File: src/rtl/dar_pkg.sv
package dar_pkg;
  localparam int unsigned CODE_W = 2;

  typedef enum logic [CODE_W-1:0] {
    RNG_P5  = 2'b00,
    RNG_P10 = 2'b01,
    RNG_N5  = 2'b10,
    RNG_N10 = 2'b11
  } rng_code_e;

  localparam int unsigned REG_CFG    = 'h02;
  localparam int unsigned REG_PD0    = 'hB2;
  localparam int unsigned REG_PD1    = 'hB3;
  localparam int unsigned REG_RANGE0 = 'h1E;
  localparam int unsigned REG_STATUS = 'h72;

  // detector mapping: negative rail -> widest negative span
  function automatic logic [CODE_W-1:0] det_code(input logic neg);
    return neg ? RNG_N10 : RNG_P5;
  endfunction
endpackage

File: src/rtl/dar_sync.sv
module dar_sync #(
  parameter int unsigned W      = 4,
  parameter int unsigned STAGES = 2
) (
  input  logic         clk,
  input  logic         rst_n,
  input  logic [W-1:0] d,
  output logic [W-1:0] q
);
  logic [W-1:0] pipe [STAGES];

  always_ff @(posedge clk or negedge rst_n) begin
    if (!rst_n) begin
      for (int s = 0; s < int'(STAGES); s++) pipe[s] <= '0;
    end else begin
      pipe[0] <= d;
      for (int s = 1; s < int'(STAGES); s++) pipe[s] <= pipe[s-1];
    end
  end

  assign q = pipe[STAGES-1];
endmodule

File: src/rtl/dar_group.sv
module dar_group
  import dar_pkg::*;
(
  input  logic              clk,
  input  logic              rst_n,
  input  logic              det_fire,
  input  logic              neg_flag,
  input  logic              sw_we,
  input  logic [CODE_W-1:0] sw_code,
  output logic [CODE_W-1:0] range_q,
  output logic              stat_q
);
  always_ff @(posedge clk or negedge rst_n) begin
    if (!rst_n) begin
      range_q <= RNG_P5;
      stat_q  <= 1'b0;
    end else if (det_fire) begin
      range_q <= det_code(neg_flag);
      stat_q  <= neg_flag;
    end else if (sw_we) begin
      range_q <= sw_code;
    end
  end
endmodule

File: src/rtl/dac_autorange_ctrl.sv
module dac_autorange_ctrl
  import dar_pkg::*;
#(
  parameter int unsigned NUM_GRP     = 4,
  parameter int unsigned ADDR_W      = 8,
  parameter int unsigned DATA_W      = 8,
  parameter int unsigned SYNC_STAGES = 2
) (
  input  logic                       clk,
  input  logic                       rst_n,
  input  logic                       wr_en,
  input  logic [ADDR_W-1:0]          wr_addr,
  input  logic [DATA_W-1:0]          wr_data,
  input  logic [ADDR_W-1:0]          rd_addr,
  output logic [DATA_W-1:0]          rd_data,
  input  logic [NUM_GRP-1:0]         neg_flag_in,
  output logic [NUM_GRP*CODE_W-1:0]  grp_range,
  output logic [NUM_GRP-1:0]         neg_status
);
  localparam int unsigned GRP_PER_REG = 2;
  localparam int unsigned NUM_REG     = (NUM_GRP + GRP_PER_REG - 1) / GRP_PER_REG;
  localparam int unsigned FIELD_W     = GRP_PER_REG * CODE_W;
  localparam int unsigned CNT_MAX     = SYNC_STAGES + 1;
  localparam int unsigned CNT_W       = $clog2(CNT_MAX + 1);

  function automatic logic is_trigger(input logic [ADDR_W-1:0] a);
    return (a == ADDR_W'(REG_CFG)) || (a == ADDR_W'(REG_PD0)) || (a == ADDR_W'(REG_PD1));
  endfunction

  // synchronized comparator flags
  logic [NUM_GRP-1:0] flag_s;
  dar_sync #(.W(NUM_GRP), .STAGES(SYNC_STAGES)) u_sync (
    .clk(clk), .rst_n(rst_n), .d(neg_flag_in), .q(flag_s)
  );

  // boot detection once the synchronizer has filled
  logic [CNT_W-1:0] boot_cnt;
  logic             boot_fire;
  always_ff @(posedge clk or negedge rst_n) begin
    if (!rst_n)                           boot_cnt <= '0;
    else if (boot_cnt != CNT_W'(CNT_MAX)) boot_cnt <= boot_cnt + 1'b1;
  end
  assign boot_fire = (boot_cnt == CNT_W'(SYNC_STAGES));

  // write-triggered detection, one edge after the write
  logic trig_hit, trig_q, det_fire;
  assign trig_hit = wr_en && is_trigger(wr_addr);
  always_ff @(posedge clk or negedge rst_n) begin
    if (!rst_n) trig_q <= 1'b0;
    else        trig_q <= trig_hit;
  end
  assign det_fire = boot_fire | trig_q;

  // per-register write decode
  logic [NUM_REG-1:0] reg_we;
  logic               range_we_any;
  for (genvar r = 0; r < int'(NUM_REG); r++) begin : g_dec
    assign reg_we[r] = wr_en && (wr_addr == ADDR_W'(REG_RANGE0 + r));
  end
  assign range_we_any = |reg_we;

  // group state
  for (genvar g = 0; g < int'(NUM_GRP); g++) begin : g_grp
    localparam int unsigned RIDX = g / GRP_PER_REG;
    localparam int unsigned SLOT = g % GRP_PER_REG;
    dar_group u_grp (
      .clk      (clk),
      .rst_n    (rst_n),
      .det_fire (det_fire),
      .neg_flag (flag_s[g]),
      .sw_we    (reg_we[RIDX]),
      .sw_code  (wr_data[SLOT*CODE_W +: CODE_W]),
      .range_q  (grp_range[g*CODE_W +: CODE_W]),
      .stat_q   (neg_status[g])
    );
  end

  // read mux
  logic [NUM_REG*FIELD_W-1:0] range_pad;
  always_comb begin
    range_pad = '0;
    range_pad[NUM_GRP*CODE_W-1:0] = grp_range;
  end

  always_comb begin
    rd_data = '0;
    for (int r = 0; r < int'(NUM_REG); r++) begin
      if (rd_addr == ADDR_W'(REG_RANGE0 + r))
        rd_data[FIELD_W-1:0] = range_pad[r*FIELD_W +: FIELD_W];
    end
    if (rd_addr == ADDR_W'(REG_STATUS))
      rd_data[NUM_GRP-1:0] = neg_status;
  end
endmodule

File: config.mk
export PLATFORM = sky130hd
export DESIGN_NAME = dac_autorange_ctrl
export DESIGN_NICKNAME = d
export VERILOG_FILES = /design/src/rtl/dar_pkg.sv /design/src/rtl/dar_sync.sv /design/src/rtl/dar_group.sv /design/src/rtl/dac_autorange_ctrl.sv
export SDC_FILE = /design/constraint.sdc
export NUM_CORES = 1
export LEC_CHECK = 0
export ABC_CLOCK_PERIOD_IN_PS = 1600
export CAP_MARGIN = 0
export CORE_UTILIZATION = 55
export CTS_CLUSTER_DIAMETER = 100
export DETAILED_ROUTE_END_ITERATION = 7
export DONT_BUFFER_PORTS = 1
export GPL_TIMING_DRIVEN = 0
export PLACE_DENSITY = 0.7
export REMOVE_ABC_BUFFERS = 1
export SYNTH_ARGS = -nofsm -noshare
export SYNTH_HDL_FRONTEND = slang
export SYNTH_SLANG_ARGS = --single-unit
File: constraint.sdc
create_clock -name clk -period 1.6 [get_ports clk]
set_clock_uncertainty 0.2 [all_clocks]
set_input_delay 0.08 -clock clk [delete_from_list [all_inputs] [get_ports clk]]
set_output_delay 0.08 -clock clk [all_outputs]
set_load 0.02 [all_outputs]
# --- After elaboration in Yosys (flattened, before gate mapping) ---
# Cells that the tools add are included.
word_totals:
  reg_bits: 23
  latchBits: 0
  ramBits: 0
  mem_bits_ro: 0
  in_bits: 31
  elab_cells: 46
  n_memories: 0
op_classes:
  addsub: 1
  n_mul: 0
  div: 0
  order_cmp: 0
  eq_ne: 10
  shift: 0
  n_mux: 15
  bitwise_logic: 1
  n_reduce_logical: 7
ops:
  columns: ["op", "count"]
  rows:
  - ["$eq 8x5->1 const B", 4]
  - ["$mux 2", 12]
  - ["$eq 8x8->1 const B", 2]
  - ["$mux 4", 3]
  - ["$eq 8x2->1 const B", 1]
  - ["$eq 8x7->1 const B", 1]
  - ["$reduce_bool 2->1", 2]
  - ["$logic_and 1x1->1", 3]
  - ["$add 2x1->2 const B", 1]
  - ["$eq 2x2->1 const B", 1]
  - ["$logic_or 1x1->1", 2]
  - ["$ne 2x2->1 const B", 1]
  - ["$or 1x1->1", 1]

# --- Longest topological paths before layout ---
# Gate-level depths: netlist of the first run.
depth:
  ltp_word: 4
  depth_mapped: 6
  ltp_nobuf: 5

# --- Modules after synthesis ---
# A second synthesis of the first run with hierarchy kept.
hier_totals:
  cells_unflattened: 89
  area_unflattened_um2: 1158.6
modules_own_cells:
  columns: ["mod", "n_inst", "cells_each", "area_each_um2"]
  rows:
  - ["dar_group", 4, 8, 131.4]
  - ["dac_autorange_ctrl", 1, 45, 402.9]
  - ["dar_sync", 1, 12, 230.2]

# --- Worst setup path before layout of the first run ---
# OpenSTA, ideal clock, no wires.
synth_timing:
  path_kind: "reg2reg"
  startpoint: "register boot_cnt[0]"
  endpoint: "register g_grp[0].u_grp.range_q[0]"
  setup_ns: 0.142
  arrival_ns: 1.390
  required_time_ns: 1.258
  path_slack_ns: -0.131
  stages_incl_launch_ff: 7
  n_path_buf: 1
  period_less_slack_ns: 1.731
  cell_sequence: "dfrtp_1 -> inv_1 -> ha_1 -> or2_1 -> clkbuf_1 -> nor4_1 -> a221oi_1"
synth_between:
  elab_chain_cells: 3
synth_rtl:
  columns: ["item", "line_no", "source"]
  rows:
  - ["start: declaration", "dac_autorange_ctrl.sv:37", "logic [CNT_W-1:0] boot_cnt;"]
  - ["start signal: assignment", "dac_autorange_ctrl.sv:41", "else if (boot_cnt != CNT_W'(CNT_MAX)) boot_cnt <= boot_cnt + 1'b1;"]
  - ["$eq 2x2->1 *", "dac_autorange_ctrl.sv:43", "assign boot_fire = (boot_cnt == CNT_W'(SYNC_STAGES));"]
  - ["$or 1x1->1 *", "dac_autorange_ctrl.sv:52", "assign det_fire = boot_fire | trig_q;"]
  - ["$mux 2 / $reduce_bool 2->1 (equally long branches)", null, null]
  - ["end signal: assignment", "dar_group.sv:18", "range_q <= det_code(neg_flag);"]
  - ["end signal: assignment", "dar_group.sv:21", "range_q <= sw_code;"]
  - ["end: declaration", "dar_group.sv:10", "output logic [CODE_W-1:0] range_q,"]
# Every way passes the cells marked *; elsewhere a longest branch is shown, timed or not.
# A chain may end at the register's enable or synchronous reset.

# --- Final worst setup path of the first run ---
layout_timing:
  startpoint: "register g_grp[0].u_grp.range_q[1]"
  endpoint: "output rd_data[1]"
layout_between:
  elab_chain_cells: 3
layout_rtl:
  columns: ["item", "line_no", "source"]
  rows:
  - ["$mux 4 (2 in series)", "dac_autorange_ctrl.sv:88", "if (rd_addr == ADDR_W'(REG_RANGE0 + r))"]
  - ["$mux 4", "dac_autorange_ctrl.sv:91", "if (rd_addr == ADDR_W'(REG_STATUS))"]
  - ["end: declaration", "dac_autorange_ctrl.sv:15", "output logic [DATA_W-1:0] rd_data,"]
# No other way between the ends.

==> results.json, run 1 <==
{
  "grt_pass1_wl_mm": 3.719,
  "fmax_ghz": 0.5976,
  "antenna_found_initial": 0,
  "cts_sinks": 23,
  "grt.overflow.total": 0,
  "grt_pass1_vias": 884,
  "cp.required_ps": 1320,
  "power_mw": 1.257,
  "remaining_drc_errors": 0,
  "syn_inst": 110,
  "die_w_um": 48.24,
  "cp.buffers_inverters": 0,
  "worst_slew_pin_slew_ps": 1086,
  "path_delay_family": "flip-flops",
  "cts_made_buffers": 3,
  "tns_ps": -220.9,
  "synthFlopType": "dfrtp_1",
  "stdcell_count": 151,
  "hold_path.class": "in -> reg",
  "hold_viol": 0,
  "path_class": "reg -> out",
  "ctsHtreeMaxLevel": 1,
  "finalSetupViolCount": 4,
  "nNetsFinal": 158,
  "vias_per_cell": 6.411,
  "clk_latency_ps": 310,
  "status": "complete, but fails checks",
  "slew_violations": 0,
  "cp-start-kind": "register",
  "yosysUniqueCellTypes": 31,
  "final_antenna_net_count": 0,
  "io_pins": 51,
  "fin_util_pct": 75.19,
  "pre_cts_slack_ps": -319.3,
  "dp_hpwl_mm": 1.805,
  "rsz0062_at_grt": "true",
  "rows": 16,
  "firstDrtPassIters": 4,
  "diodes": 0,
  "cts_tree": "done",
  "dr.first_iter.drc_count": 25,
  "drt_wl_total_mm": 2.713,
  "synth_seq_cells": 23,
  "grt.total_usage_pct": 23.92,
  "synth.yosys.seq_area_share_pct": 48.94,
  "finish.instance_area_um2": 1490,
  "synth.avg_cell_area_um2": 10.69,
  "io_buffers": 0,
  "async_flop_share_pct": 100.0,
  "yosysWarnings": 0,
  "dieArea_um2": 2327,
  "clock-root-buffer": "clkbuf_4",
  "endpoint_kind": "primary output",
  "slowest_stage": "dfrtp_2",
  "dpl_cell_area_um2": 1144,
  "initial_core_util_pct": 59.34,
  "place_congestion": 0.8264,
  "cp_max_fo": 3,
  "cellLeakagePower_nw": 0.5737,
  "wl_per_cell_um": 17.97,
  "pwr_density_cell_nw_per_um2": 843.5,
  "ir_drop_mv": 0.5613,
  "min_period_over_period_pct": 104.6,
  "max-cap-violations": 0,
  "num_vias": 968,
  "synth_top_cell_by_area": "dfrtp_1",
  "grt_max_degree": 24,
  "maxSlewHeadroom_pct": 26.58,
  "synth_area_leaders": "dfrtp_1 49%, mux2_2 7.7%, buf_4 5.1%",
  "synth_top_area_share_pct": 48.94,
  "period_minus_slack_ps": 1673,
  "synth.most_common_cell": "dfrtp_1",
  "design.core.area_um2": 1982,
  "synth-edff-count": 0,
  "violations": "negative setup slack",
  "cts_buffer_depth": 2,
  "crit_arrival_ps": 1390,
  "place_inst": 128,
  "synth_common_cells": "23 x dfrtp_1, 11 x nor2_1, 8 x buf_4, 8 x mux2_2, 7 x a31oi_1",
  "area.growth.synth_to_final_pct": 26.70,
  "cpPeakStageDelay_ps": 500,
  "path_cells": "mux2_4, a32oi_4, nor2_4",
  "setup_ws_ps": -73.29,
  "drive_gt1_share_pct": 33.06,
  "fin_hold_ws_ps": 6.633,
  "die_h_um": 48.24,
  "path_clk_slew_ps": 120,
  "synth_area_um2": 1176
}
-- power by group --
group          internal, mW  total (mW)  switching (mW)
Sequential            0.653       0.786           0.134
Clock                0.0932       0.262           0.169
Combinational         0.110       0.208          0.0979
Total                 0.856        1.26           0.401
-- routing by layer --
metal / wire (um) / global-route usage [%] / share of wire (%)
met5: 0 / 0 / 0
met1: 1045 / 25.53 / 39
met2: 1420 / 42.67 / 52
met4: 65 / 13.33 / 2.4
met3: 181 / 5.926 / 6.7
-- sequential cells by signal (all words and copies together), names as in the netlist --
| signal | count |
|---|---|
| boot_cnt | 2 |
| g_grp.u_grp.range_q | 8 |
| u_sync.pipe | 4 |
| trig_q | 1 |
| g_grp.u_grp.stat_q | 4 |
| u_sync.q | 4 |
-- cells in the final DEF (no fill, tap or decap), types with 4 or more instances in the layout --
master / count
a31oi_1: 6
conb_1: 4
dfrtp_1: 15
dfrtp_2: 8
dlygate4sd3_1: 15
inv_1: 6
mux2_2: 5
nand2_1: 5
nor2_1: 6
o41ai_1: 4
or4_1: 4
-- worst min-delay path, stage by stage --
cell and delay, ps:
clkinv_1 170, or4_1 160, a31oi_1 70
-- repair_timing --
| item | in CTS | in global routing |
|---|---|---|
| pin swaps | 9 | 2 |
| resized for setup | 26 | 7 |
| endpoints found under the hold margin | 36 | 0 |
| gates cloned | 0 | 0 |
| setup buffers | 3 | 1 |
| setup endpoints to repair | 13 | 10 |
| hold buffers | 15 | 0 |
-- cells by family after synthesis --
group,synth area share [%]
buffers and inverters,8.830
xor gates and xnor gates,0.7448
and+or+nand+nor,17.77
DFF,48.94
AOI/OAI and AO/OA,13.62
muxes,7.660
other,0.3188
adders and majority gates,2.127
-- area by class of cell --
type | instances | area [um2]
Clock buffer | 3 | 22.52
Clock inverter | 1 | 5.005
Fill cell | 127 | 491.7
Inverter | 7 | 26.28
Multi-Input combinational cell | 71 | 633.1
Sequential cell | 23 | 585.6
Tap cell | 27 | 33.78
Timing Repair Buffer | 19 | 183.9
-- path summary, 6_finish.rpt --
kind | from | to | slack, ps | depth (start not counted)
max in group asynchronous | rst_n | g_grp[1].u_grp.range_q[1]$_DFFE_PN0P_ | 370 | 1
min | wr_addr[2] | g_grp[3].u_grp.range_q[1]$_DFFE_PN0P_ | 7 | 3
min in group asynchronous | rst_n | boot_cnt[1]$_DFFE_PN0P_ | 170 | 1
min reg2reg | u_sync.pipe[5]$_DFF_PN0_ | u_sync.q[1]$_DFF_PN0_ | 160 | 0
max | g_grp[0].u_grp.range_q[1]$_DFFE_PN0P_ | rd_data[1] | -70 | 3
max reg2reg | boot_cnt[1]$_DFFE_PN0P_ | g_grp[0].u_grp.stat_q$_DFFE_PN0N_ | 0 | 4
(Power assumes the default switching activity.)
==> inputs of run 2 (changes only) <==
--- a/config.mk
+++ b/config.mk
@@ -8,6 +8,7 @@
 export ABC_CLOCK_PERIOD_IN_PS = 1600
 export CAP_MARGIN = 0
 export CORE_UTILIZATION = 55
+export CTS_BUF_LIST = sky130_fd_sc_hd__clkbuf_8 sky130_fd_sc_hd__clkbuf_16
 export CTS_CLUSTER_DIAMETER = 100
 export DETAILED_ROUTE_END_ITERATION = 7
 export DONT_BUFFER_PORTS = 1
==> run 2 against run 1 <==
  * The flow still finishes with violations (negative setup slack)
  * Final area is 0.25% lower
  * Power is 7.2% higher
  * Global-route usage is 1.3 points lower
  * First-iteration DRC count stayed put
==> results.json, run 2 (synthesis gave the netlist of run 1 again) <==
{
  "status": "complete, but fails checks",
  "violations": "negative setup slack",
  "clock-root-buffer": "clkbuf_8",
  "drive_gt1_share_pct": 32.23,
  "wl_per_cell_um": 18.25,
  "cts_sinks": 23,
  "hold_path.class": "in -> reg",
  "grt_pass1_wl_mm": 3.615,
  "rsz0062_at_grt": "true",
  "regMostFlops": "g_grp.u_grp.range_q",
  "final_cell_mix": "15 x dfrtp_1, 14 x dlygate4sd3_1, 8 x dfrtp_2",
  "path_class": "reg -> out",
  "pre_cts_slack_ps": -319.3,
  "fillers": 118,
  "path_clk_slew_ps": 80,
  "die_h_um": 48.24,
  "drt_wl_total_mm": 2.701,
  "largest_register_ff_count": 8,
  "grt_pass1_vias": 859,
  "grt.overflow.total": 0,
  "io_pins": 51,
  "diodes": 0,
  "die_w_um": 48.24,
  "grt.total_usage_pct": 22.60,
  "ir_drop_mv": 0.6935,
  "cellLeakagePower_nw": 0.5645,
  "min_period_over_period_pct": 101.7,
  "maxSlewHeadroom_pct": 33.02,
  "io_buffers": 0,
  "clk_latency_ps": 260,
  "cp_max_fo": 3,
  "hold_viol": 0,
  "cts_made_buffers": 3,
  "path_delay_family": "flip-flops",
  "worst_slew_pin_slew_ps": 1001,
  "initial_core_util_pct": 59.34,
  "pwr_density_cell_nw_per_um2": 906.9,
  "setup_ws_ps": -27.93,
  "place_congestion": 0.8264,
  "max-cap-violations": 0,
  "seqCellArea_um2": 585.6,
  "grt_max_degree": 24,
  "remaining_drc_errors": 0,
  "dieArea_um2": 2327,
  "area.growth.synth_to_final_pct": 26.38,
  "rows": 16,
  "endpoint_kind": "primary output",
  "final_antenna_net_count": 0,
  "antenna_found_initial": 0,
  "dr.first_iter.drc_count": 25,
  "final_common_cell": "dfrtp_1",
  "cp.buffers_inverters": 0,
  "fin_util_pct": 75.00,
  "cp.required_ps": 1320,
  "power_mw": 1.348,
  "ctsHtreeMaxLevel": 1,
  "cp-start-kind": "register",
  "dp_hpwl_mm": 1.805,
  "firstDrtPassIters": 6,
  "path_cells": "mux2_4, a32oi_2, nor2_4",
  "nNetsFinal": 155,
  "slew_violations": 0,
  "vias_per_cell": 6.561,
  "cts_buffer_depth": 2,
  "cts_tree": "done",
  "period_minus_slack_ps": 1628,
  "slowest_stage": "dfrtp_2",
  "num_vias": 971,
  "design.core.area_um2": 1982,
  "fmax_ghz": 0.6143,
  "crit_arrival_ps": 1350,
  "cpPeakStageDelay_ps": 480,
  "finalSetupViolCount": 4,
  "multi_input_area_um2": 639.4
}
run 2: cell types whose count changed in the layout (fill, tap and decap cells not counted), sizes merged:
cell | previous run | this run
buf | 4 | 2
dlygate4sd3 | 15 | 14
run 2: through the flow:
step | area, um2 | hold slack (ps) | setup TNS (ps) | std cells
6_report | 1486 | 2.767 | -35.97 | 148
5_1_grt | 1486 | 43.26 | -206.2 | 148
4_1_cts | 1429 | 0.3418 | -5.814 | 148
3_5_place_dp | 1144 | -415.3 | -2106 | 128
3_3_place_gp | 1144 | -415.2 | -1872 | 128
2_1_floorplan | 1110 | -415.6 | -225.0 | 101
run 2: path summary, 6_finish.rpt:
check                      depth (start not counted)  slack (ps)                             startpoint                               endpoint
setup / recovery                                   3         -30  g_grp[0].u_grp.range_q[1]$_DFFE_PN0P_                             rd_data[1]
hold / removal                                     3           3                             wr_addr[0]  g_grp[3].u_grp.range_q[0]$_DFFE_PN0P_
setup reg to reg                                   4          80                boot_cnt[1]$_DFFE_PN0P_  g_grp[1].u_grp.range_q[0]$_DFFE_PN0P_
hold reg to reg                                    0         150               u_sync.pipe[5]$_DFF_PN0_                  u_sync.q[1]$_DFF_PN0_
max in group asynchronous                          1         290                                  rst_n  g_grp[1].u_grp.range_q[1]$_DFFE_PN0P_
min in group asynchronous                          1         230                                  rst_n                boot_cnt[1]$_DFFE_PN0P_
run 2: cell type report:
cell class	instances	share of cell area, %
Clock buffer	3	2.778
Clock inverter	1	0.3367
Inverter	7	1.768
Multi-Input combinational cell	71	43.01
Sequential cell	23	39.39
Tap cell	27	2.273
Timing Repair Buffer	16	10.44
run 2: layer usage:
layer / wire length (um) / track usage (%) / vias to the layer above
met5: 0 / 0 / -
met4: 55 / 6.111 / 0
met3: 202 / 6.667 / 10
met2: 1490 / 41.60 / 54
met1: 953 / 25.06 / 485
li1: - / - / 422
run 2: where the power goes:
part	internal, mW	switching (mW)	total [mW]
logic	0.107	0.0971	0.205
registers	0.653	0.134	0.787
clock network	0.174	0.183	0.357
total	0.934	0.414	1.35
run 2: worst reg2reg max path: stages, from the launching register on:
cell and delay [ps]:
dfrtp_1 400, ha_2 200, or2_4 300, nor4_4 170
a221oi_1 130
run 2: timing repair:
| action | 4_1_cts | 5_1_grt |
|---|---|---|
| pin swaps | 3 | 4 |
| buffers inserted | 2 | 0 |
| gates resized for setup | 24 | 10 |
| setup endpoints to repair | 13 | 7 |
| hold buffers | 14 | 0 |
| hold endpoints to repair | 36 | 0 |
